File: config.mk
export PLATFORM = sky130hd
export DESIGN_NAME = dual_pwm
export DESIGN_NICKNAME = d
export VERILOG_FILES = /design/src/rtl/dual_pwm_pkg.sv /design/src/rtl/dual_pwm_lane.sv /design/src/rtl/dual_pwm.sv
export SDC_FILE = /design/constraint.sdc
export NUM_CORES = 1
export LEC_CHECK = 0
export ABC_AREA = 1
export BUFFER_PORTS_ARGS = -buffer_cell sky130_fd_sc_hd__buf_2
export CAP_MARGIN = 40
export CORE_ASPECT_RATIO = 1.25
export CORE_MARGIN = 5
export CORE_UTILIZATION = 35
export DETAILED_ROUTE_END_ITERATION = 10
export REMOVE_ABC_BUFFERS = 1
export SYNTH_ARGS = -nofsm -noshare
export SYNTH_HDL_FRONTEND = slang
export SYNTH_SLANG_ARGS = --single-unit
File: constraint.sdc
create_clock -name clk -period 11.4 [get_ports clk]
set_input_delay 1.71 -clock clk [delete_from_list [all_inputs] [get_ports clk]]
set_output_delay 1.71 -clock clk [all_outputs]
set_load 0.1 [all_outputs]
File: src/rtl/dual_pwm_pkg.sv
package dual_pwm_pkg;
  localparam int NCH      = 2;
  localparam int LANE_W   = 8;
  localparam int CTRL_W   = NCH * LANE_W;
  localparam int IDX_CTRL = 0;
  localparam int IDX_STAT = 1;
  localparam int IDX_STEP = 4;

  // bit positions inside one channel's control lane
  localparam int L_RUN  = 0;
  localparam int L_IDLE = 3;
  localparam int L_INV  = 4;
  localparam int L_MS   = 7;

  // lane bit 6 (fifo clear) of lane 0 and bit 14 (unused) always read 0
  localparam logic [CTRL_W-1:0] CTRL_KEEP = 16'hBFBF;

  typedef struct packed {
    logic ms;
    logic inv;
    logic idle;
    logic run;
  } lane_cfg_t;

  function automatic lane_cfg_t lane_cfg(input logic [LANE_W-1:0] lane);
    lane_cfg_t c;
    c.ms   = lane[L_MS];
    c.inv  = lane[L_INV];
    c.idle = lane[L_IDLE];
    c.run  = lane[L_RUN];
    return c;
  endfunction

  function automatic int period_idx(input int ch);
    return IDX_STEP * (ch + 1);
  endfunction

  function automatic int duty_idx(input int ch);
    return IDX_STEP * (ch + 1) + 1;
  endfunction
endpackage

File: src/rtl/dual_pwm_lane.sv
module dual_pwm_lane #(
  parameter int CNT_W = 16
) (
  input  logic             clk,
  input  logic             rst,
  input  logic             tick,
  input  logic             run,
  input  logic             ms,
  input  logic             inv,
  input  logic             idle,
  input  logic [CNT_W-1:0] period_in,
  input  logic [CNT_W-1:0] duty_in,
  output logic             wave
);
  logic [CNT_W-1:0] pos, acc, per_act, duty_act;
  logic [CNT_W-1:0] per_eff, duty_eff, duty_clip, acc_base;
  logic [CNT_W:0]   sum;
  logic             at_edge, hit, raw;

  assign at_edge   = (pos == '0);
  assign per_eff   = at_edge ? period_in : per_act;
  assign duty_eff  = at_edge ? duty_in   : duty_act;
  assign duty_clip = (duty_eff > per_eff) ? per_eff : duty_eff;
  assign acc_base  = at_edge ? '0 : acc;
  assign sum       = {1'b0, acc_base} + {1'b0, duty_clip};
  assign hit       = (sum >= {1'b0, per_eff});
  assign raw       = ms ? (pos < duty_clip) : hit;

  always_ff @(posedge clk) begin
    if (rst) begin
      pos      <= '0;
      acc      <= '0;
      per_act  <= '0;
      duty_act <= '0;
      wave     <= 1'b0;
    end else if (!run) begin
      pos  <= '0;
      acc  <= '0;
      wave <= idle;
    end else if (tick) begin
      per_act  <= per_eff;
      duty_act <= duty_eff;
      if (per_eff == '0) begin
        pos  <= '0;
        acc  <= '0;
        wave <= idle;
      end else begin
        pos  <= (pos == per_eff - 1'b1) ? '0 : pos + 1'b1;
        acc  <= hit ? CNT_W'(sum - {1'b0, per_eff}) : CNT_W'(sum);
        wave <= raw ^ inv;
      end
    end
  end

  AST_POS_IN_PERIOD: assert property (@(posedge clk) disable iff (rst)
    (per_act != '0) |-> (pos < per_act));
  AST_ACC_BELOW_PERIOD: assert property (@(posedge clk) disable iff (rst)
    (per_act != '0) |-> (acc < per_act));
  AST_HOLD_WITHOUT_TICK: assert property (@(posedge clk) disable iff (rst)
    (run && !tick) |=> $stable(wave));
  AST_STOPPED_IDLE: assert property (@(posedge clk) disable iff (rst)
    !run |=> (wave == $past(idle)));
endmodule

File: src/rtl/dual_pwm.sv
module dual_pwm
  import dual_pwm_pkg::*;
#(
  parameter int ADDR_W = 4,
  parameter int CNT_W  = 16
) (
  input  logic              clk,
  input  logic              rst,
  input  logic              tick,
  input  logic              wr_en,
  input  logic [ADDR_W-1:0] addr,
  input  logic [31:0]       wdata,
  output logic [31:0]       rdata,
  output logic [NCH-1:0]    pwm_out
);
  logic [CTRL_W-1:0] ctrl_q;
  logic [CNT_W-1:0]  per_q  [NCH];
  logic [CNT_W-1:0]  duty_q [NCH];
  logic [31:0]       rd_mux;
  wire               unused_wdata = ^wdata;

  always_ff @(posedge clk) begin
    if (rst) begin
      ctrl_q <= '0;
      for (int c = 0; c < NCH; c++) begin
        per_q[c]  <= '0;
        duty_q[c] <= '0;
      end
    end else if (wr_en) begin
      if (addr == ADDR_W'(IDX_CTRL)) ctrl_q <= wdata[CTRL_W-1:0] & CTRL_KEEP;
      for (int c = 0; c < NCH; c++) begin
        if (addr == ADDR_W'(period_idx(c))) per_q[c]  <= wdata[CNT_W-1:0];
        if (addr == ADDR_W'(duty_idx(c)))   duty_q[c] <= wdata[CNT_W-1:0];
      end
    end
  end

  always_comb begin
    rd_mux = '0;
    if (addr == ADDR_W'(IDX_CTRL)) rd_mux = 32'(ctrl_q);
    for (int c = 0; c < NCH; c++) begin
      if (addr == ADDR_W'(period_idx(c))) rd_mux = 32'(per_q[c]);
      if (addr == ADDR_W'(duty_idx(c)))   rd_mux = 32'(duty_q[c]);
    end
  end

  always_ff @(posedge clk) begin
    if (rst) rdata <= '0;
    else     rdata <= rd_mux;
  end

  for (genvar g = 0; g < NCH; g++) begin : g_lane
    lane_cfg_t cfg;
    assign cfg = lane_cfg(ctrl_q[g*LANE_W +: LANE_W]);
    dual_pwm_lane #(.CNT_W(CNT_W)) u_lane (
      .clk       (clk),
      .rst       (rst),
      .tick      (tick),
      .run       (cfg.run),
      .ms        (cfg.ms),
      .inv       (cfg.inv),
      .idle      (cfg.idle),
      .period_in (per_q[g]),
      .duty_in   (duty_q[g]),
      .wave      (pwm_out[g])
    );
  end

  AST_CTRL_RESERVED_ZERO: assert property (@(posedge clk) disable iff (rst)
    ($past(addr) == ADDR_W'(IDX_CTRL)) |->
      (rdata[6] == 1'b0 && rdata[14] == 1'b0 && rdata[31:16] == '0));
  AST_STATUS_ZERO: assert property (@(posedge clk) disable iff (rst)
    ($past(addr) == ADDR_W'(IDX_STAT)) |-> (rdata == '0));
endmodule

Word-level counts from Yosys, hierarchy flattened
Memories as Yosys holds them, arrays and structs flattened.
Index checks and enable logic that the tools add are counted.
{ "word_totals": {"elab_cells": 107, "ram_bits": 64, "out_inout_bits": 34, "reg_bits": 176, "inputBits": 40, "memories": 2} }
{ "memory_table": {"columns": ["name", "words", "word_bits", "rd", "rd_ports_with_merged_regs", "wr", "line", "rtl"], "rows": [
  ["duty_q", 2, 16, 2, 0, 2, "dual_pwm.sv:18", "logic [CNT_W-1:0] duty_q [NCH];"],
  ["per_q", 2, 16, 2, 0, 2, "dual_pwm.sv:17", "logic [CNT_W-1:0] per_q [NCH];"]
]} }
{ "op_classes": {"muxes": 51, "n_reduce_logical": 11, "order_cmp": 6, "eq_ne": 8, "n_bitwise": 8, "add_sub_neg": 8} }
{ "ops": {"columns": ["op", "count"], "rows": [
  ["$mux 16", 25],
  ["$logic_not 16->1", 4],
  ["$add 16x16->17", 2],
  ["$ge 17x16->1", 2],
  ["$add 16x1->16 const B", 2],
  ["$eq 16x16->1", 2],
  ["$gt 16x16->1", 2],
  ["$lt 16x16->1", 2],
  ["$sub 16x1->16 const B", 2],
  ["$sub 16x16->16", 2],
  ["$mux 1", 26],
  ["$eq 4x3->1 const B", 2],
  ["$eq 4x4->1 const B", 2],
  ["$reduce_and 2->1", 3],
  ["$reduce_or 5->1", 1],
  ["$logic_not 4->1", 1],
  ["$ne 2x2->1 const B", 2],
  ["$or 1x1->1", 4],
  ["$reduce_or 2->1", 2],
  ["$not 1->1", 2],
  ["$xor 1x1->1", 2]
]} }

Logic depth before layout (Yosys ltp)
{ "logic_depth": {"ltp_word": 11, "depth_mapped": 55, "mapped_depth_nobuf": 52} }

Hierarchy
A second synthesis with hierarchy kept.
{ "hier_totals": {"cells_unflattened": 2533, "hier_area_um2": 17511.8} }
{ "by_module_without_submodules": {"columns": ["module", "area_each_um2", "cells_per_inst", "seq_area_each_um2", "n_inst"], "rows": [
  ["dual_pwm_lane (g_lane[0].u_lane)", 6870.3, 1090, 1301.2, 1],
  ["dual_pwm_lane (g_lane[1].u_lane)", 6691.4, 1056, 1301.2, 1],
  ["dual_pwm", 3950.0, 387, 2522.4, 1]
]} }

Worst setup path before layout
No wires, ideal clock.
{ "synth_timing": {"path_type": "register to register", "from": "reg g_lane[0].u_lane.pos[0]", "to": "reg g_lane[0].u_lane.acc[11]", "stages_incl_launch_ff": 51, "path_slack_ns": 4.680, "synth_period_minus_slack_ns": 6.720, "t_arrival_ns": 6.588, "setup_time_ns": 0.132, "required_ns": 11.268, "cell_sequence": "dfxtp_1 > inv_1 > ha_1 > inv_1 > nor2_1 > nand2_1 > nor2_2 > nand2_1 > buf_6 > buf_2 > clkbuf_1 > nand2_1 > o21ai_0 > ha_1 > a21oi_1 > nor2_1 > a211oi_1 > o21ai_0 > (+15 left out) > nand2_1 > nand2_1 > a21boi_0 > o21ai_0 > nand2_1 > nand2_1 > xor2_1 > inv_1 > ha_1 > nand4_1 > o32ai_1 > a2111oi_0 > nand2_1 > inv_1 > nand2_1 > buf_2 > o211ai_1 > a21oi_1"} }
{ "synth_via": {"elab_chain_len": 8} }
{ "synth_lines": {"columns": ["item", "line", "rtl"], "rows": [
  ["from (decl)", "dual_pwm_lane.sv:15", "logic [CNT_W-1:0] pos, acc, per_act, duty_act;"],
  ["from (signal assigned)", "dual_pwm_lane.sv:48", "pos <= (pos == per_eff - 1'b1) ? '0 : pos + 1'b1;"],
  ["$logic_not 16->1 *", "dual_pwm_lane.sv:20", "assign at_edge = (pos == '0);"],
  ["$mux 16 *", "dual_pwm_lane.sv:22", "assign duty_eff = at_edge ? duty_in : duty_act;"],
  ["net g_lane[0].u_lane.duty_eff[5]", "dual_pwm_lane.sv:16", "logic [CNT_W-1:0] per_eff, duty_eff, duty_clip, acc_base;"],
  ["$gt 16x16->1", "dual_pwm_lane.sv:23", "assign duty_clip = (duty_eff > per_eff) ? per_eff : duty_eff;"],
  ["$mux 16 *", "dual_pwm_lane.sv:23", null],
  ["$add 16x16->17 *", "dual_pwm_lane.sv:25", "assign sum = {1'b0, acc_base} + {1'b0, duty_clip};"],
  ["$sub 16x16->16 / $ge 17x16->1 (equally long branches)", "dual_pwm_lane.sv:49, dual_pwm_lane.sv:26", null],
  ["$mux 16 *", "dual_pwm_lane.sv:49", "acc <= hit ? CNT_W'(sum - {1'b0, per_eff}) : CNT_W'(sum);"],
  ["$mux 16 *", "dual_pwm_lane.sv:43", "if (per_eff == '0) begin"],
  ["to (signal assigned)", "dual_pwm_lane.sv:49", null],
  ["to (decl)", "dual_pwm_lane.sv:15", null]
]} }
The timed path passes the listed nets; every way through them passes the cells marked *.
A chain may end at the register's enable or synchronous reset.

Worst setup path in the final report
{ "layout_timing": {"from": "reg g_lane[0].u_lane.pos[0]", "to": "reg g_lane[0].u_lane.wave"} }
{ "layout_via": {"elab_chain_len": 11} }
{ "layout_lines": {"columns": ["item", "line", "rtl"], "rows": [
  ["$logic_not 16->1", "dual_pwm_lane.sv:20", null],
  ["$mux 16, on equally long branches", "dual_pwm_lane.sv:22, dual_pwm_lane.sv:21", null],
  ["$gt 16x16->1", "dual_pwm_lane.sv:23", null],
  ["$mux 16", "dual_pwm_lane.sv:23", null],
  ["$add 16x16->17", "dual_pwm_lane.sv:25", null],
  ["$ge 17x16->1", "dual_pwm_lane.sv:26", "assign hit = (sum >= {1'b0, per_eff});"],
  ["$mux 1", "dual_pwm_lane.sv:27", "assign raw = ms ? (pos < duty_clip) : hit;"],
  ["$xor 1x1->1", "dual_pwm_lane.sv:50", "wave <= raw ^ inv;"],
  ["$mux 1 *", "dual_pwm_lane.sv:43", null],
  ["$mux 1 *", "dual_pwm_lane.sv:40", "end else if (tick) begin"],
  ["$mux 1 *", "dual_pwm_lane.sv:36", "end else if (!run) begin"],
  ["to (signal assigned)", "dual_pwm_lane.sv:39", "wave <= idle;"],
  ["to (signal assigned)", "dual_pwm_lane.sv:46", "wave <= idle;"],
  ["to (signal assigned)", "dual_pwm_lane.sv:50", null],
  ["to (decl)", "dual_pwm_lane.sv:13", "output logic wave"]
]} }
Every way passes the cells marked *; elsewhere a longest branch is shown, timed or not. The select of a mux whose other input is x is not followed.

==> run summary <==
status: finished clean
Worst-path clk slew: 60 ps
synth unique cells: 61
drt wl/cell: 15.7 um
EDFF count, synth: 64
Post-synth top flop: dfxtp_1
# diodes: 0
number of port buffers: 41
leak pwr: 0.00802 uW
gr usage total: 17.3%
register area share after synthesis: 31.6%
CP required: 11,900 ps
final critical-path share of the clock period: 78.3%
PD cells: 133 mW/mm^2
DRC violations left: 0
Worst VDD drop: 0.110 mV
Slowest Stage Delay on Critical Path: 660 ps
final non-filler cell total: 2,901
Post-CTS Setup Bufs: 0
final setup fails: 0
layout cells sized above 1: 7.56%
vias per inst: 5.05
Final HPWL DP: 34.6 mm
Ports: 74
Pins Over Slew Limit: 0
Post-Synthesis Cell Area: 0.0162 sq mm
count leader, synth: nand2_1
Post-CTS Resized: 0
DRC marker count from the first detailed-route iteration: 929
Design Power: 2370 uW
Row Count: 88
CTS Hold Bufs: 0
Synth Instances: 2,289
Final ANT Viol Nets: 0
slowest library cell on the worst path: nand2_1
worst rel slew slack: 41.3%
CTS tree: yes
RSZ-0062 raised after global routing: false
crit path time final: 8930 ps
nets: 2,466
Chip Height: 251 um
clk_lat worst skew: 580 ps
Initial DRT Pass Iterations: 5
Crit path top cell by count: nand2_1
CP Launch Type: flip-flop
crit end category: flip-flop
clk_skew: 15.8 ps
Place WS: 2580 ps
initial antenna violation count: 0
CTS Buf Count: 28
via count: 14,700
Final GP Congestion: 0.916
YS warnings: 0
Root Buffer: clkbuf_16
Hold Vio Cnt, Final: 0
Seq cells post-synth: 224
fill count: 4,846
Critical Path Fanout Max: 30
Die X: 203 um
H-tree Lvls: 1
fmax: 112 MHz
DRT Wirelength: 45.5 mm
maximum clock path buffer count: 3
total gr overflow: 0
setup slack after layout: 2470 ps
Sum Neg Setup Slack: 0 ps
Area growth, synth to finish: 9.86%
Final Util: 38.7%
max-cap violations: 0
HP Class: reg -> reg
top cell type's share of synthesized area: 19.8%
Post-Syn Area per Cell: 7.08 sq um
# clock sinks: 224
Placed Cells: 2,849
number of global-route vias before repair: 14,000
cell taking the most area after synthesis: dfxtp_1
Synth area leaders: dfxtp_1, edfxtp_1, nand2_1
first-pass GRT wire length: 72.2 mm
worst slew pin tran: 878 ps
asr flop ratio synth: 0%
largest net degree at the start of global routing: 65
Synth top cells by count: nand2_1, inv_1, a21oi_1, nor2_1, dfxtp_1
Data arrival, critical path: 9430 ps
Die ar.: 0.0508 sq mm
CP Class: reg -> reg
core area: 0.0460 sq mm
Initial Utilization: 35.2%
-- final cells by class --
cell class | count | area (sq um) | share of cell area, %
Clock inverter | 18 | 220 | 1.24
Tap cell | 585 | 732 | 4.11
Clock buffer | 34 | 754 | 4.24
Sequential cell | 224 | 5120 | 28.8
Inverter | 381 | 1440 | 8.06
Multi-Input combinational cell | 1598 | 9180 | 51.6
Timing Repair Buffer | 61 | 363 | 2.04
-- sequential cells by signal, indices dropped and copies added (netlist names) --
| name | count |
|---|---|
| g_lane.u_lane.acc | 32 |
| g_lane.u_lane.wave | 2 |
| ctrl_q | 14 |
| duty_q | 32 |
| per_q | 32 |
| g_lane.u_lane.pos | 32 |
| g_lane.u_lane.duty_act | 32 |
| rdata | 16 |
| g_lane.u_lane.per_act | 32 |
-- worst max-delay path, delay by kind of cell (launching register included) --
family | cells | cell delay (ps)
xor gates and xnor gates | 1 | 130
and+or+nand+nor | 25 | 3230
AOI/OAI and AO/OA | 13 | 2560
DFF | 1 | 350
adders and majority gates | 5 | 1440
buffers and inverters | 7 | 1130
-- power by group --
group,switching [uW],internal (uW),leakage [uW]
combinational,382,188,0.00566
sequential,11.4,840,0.00190
clock,381,564,0.000459
total,774,1590,0.00802
-- kinds of logic after synthesis --
| group | after synthesis | share of synthesized area, % |
|---|---|---|
| simple gates | 839 | 22.3 |
| xor+xnor | 106 | 5.73 |
| fa+ha+maj | 132 | 10.4 |
| mux | 4 | 0.270 |
| compound gates | 501 | 17.5 |
| other cells | 1 | 0.0231 |
| buf+inv | 482 | 12.2 |
| flops | 224 | 31.6 |
-- layout by cell type (no fill, tap or decap), types with 6 or more instances in the layout --
master	instances
nand2_1	457
inv_1	372
a21oi_1	215
nor2_1	205
dfxtp_1	160
o21ai_0	155
ha_1	128
xor2_1	76
nand3_1	69
edfxtp_1	64
buf_2	41
o211ai_1	31
nand4_1	30
xnor2_1	30
clkbuf_16	29
buf_4	19
nor3_1	16
conb_1	16
nor2_2	15
o21ai_1	15
a31oi_1	15
o21bai_1	12
a211oi_1	11
a221oi_1	9
inv_2	7
o221ai_1	7
nand2_2	6
o2111ai_1	6
or2_2	6
nand3b_1	6
clkinvlp_4	6
-- through the flow --
| step | cell area (sq um) | hold WS, ps |
|---|---|---|
| 5_1_grt | 17800 | 483 |
| 2_1_floorplan | 15700 | 435 |
| 3_3_place_gp | 16800 | 451 |
| 6_report | 17800 | 462 |
| 4_1_cts | 17800 | 465 |
| 3_5_place_dp | 16800 | 456 |
-- routing by layer --
layer | track usage [%] | vias to the layer above | wire [um]
li1 | - | 7456 | -
met1 | 19.9 | 6823 | 18600
met5 | 0 | - | 0
met3 | 1.88 | 89 | 1710
met4 | 6.17 | 0 | 1630
met2 | 33.0 | 283 | 23500
-- worst paths after layout --
kind	startpoint	to	slack, ps	cells past startpoint
setup / recovery	g_lane[0].u_lane.pos[0]$_SDFFE_PP0P_	g_lane[0].u_lane.wave$_SDFFE_PP0P_	2470	51
hold / removal	g_lane[1].u_lane.acc[7]$_SDFFE_PP0P_	g_lane[1].u_lane.acc[7]$_SDFFE_PP0P_	460	2
setup reg to reg	g_lane[0].u_lane.pos[0]$_SDFFE_PP0P_	g_lane[0].u_lane.wave$_SDFFE_PP0P_	2470	51
hold reg to reg	g_lane[1].u_lane.acc[7]$_SDFFE_PP0P_	g_lane[1].u_lane.acc[7]$_SDFFE_PP0P_	460	2
No activity file was read; power rests on OpenSTA's default activity.
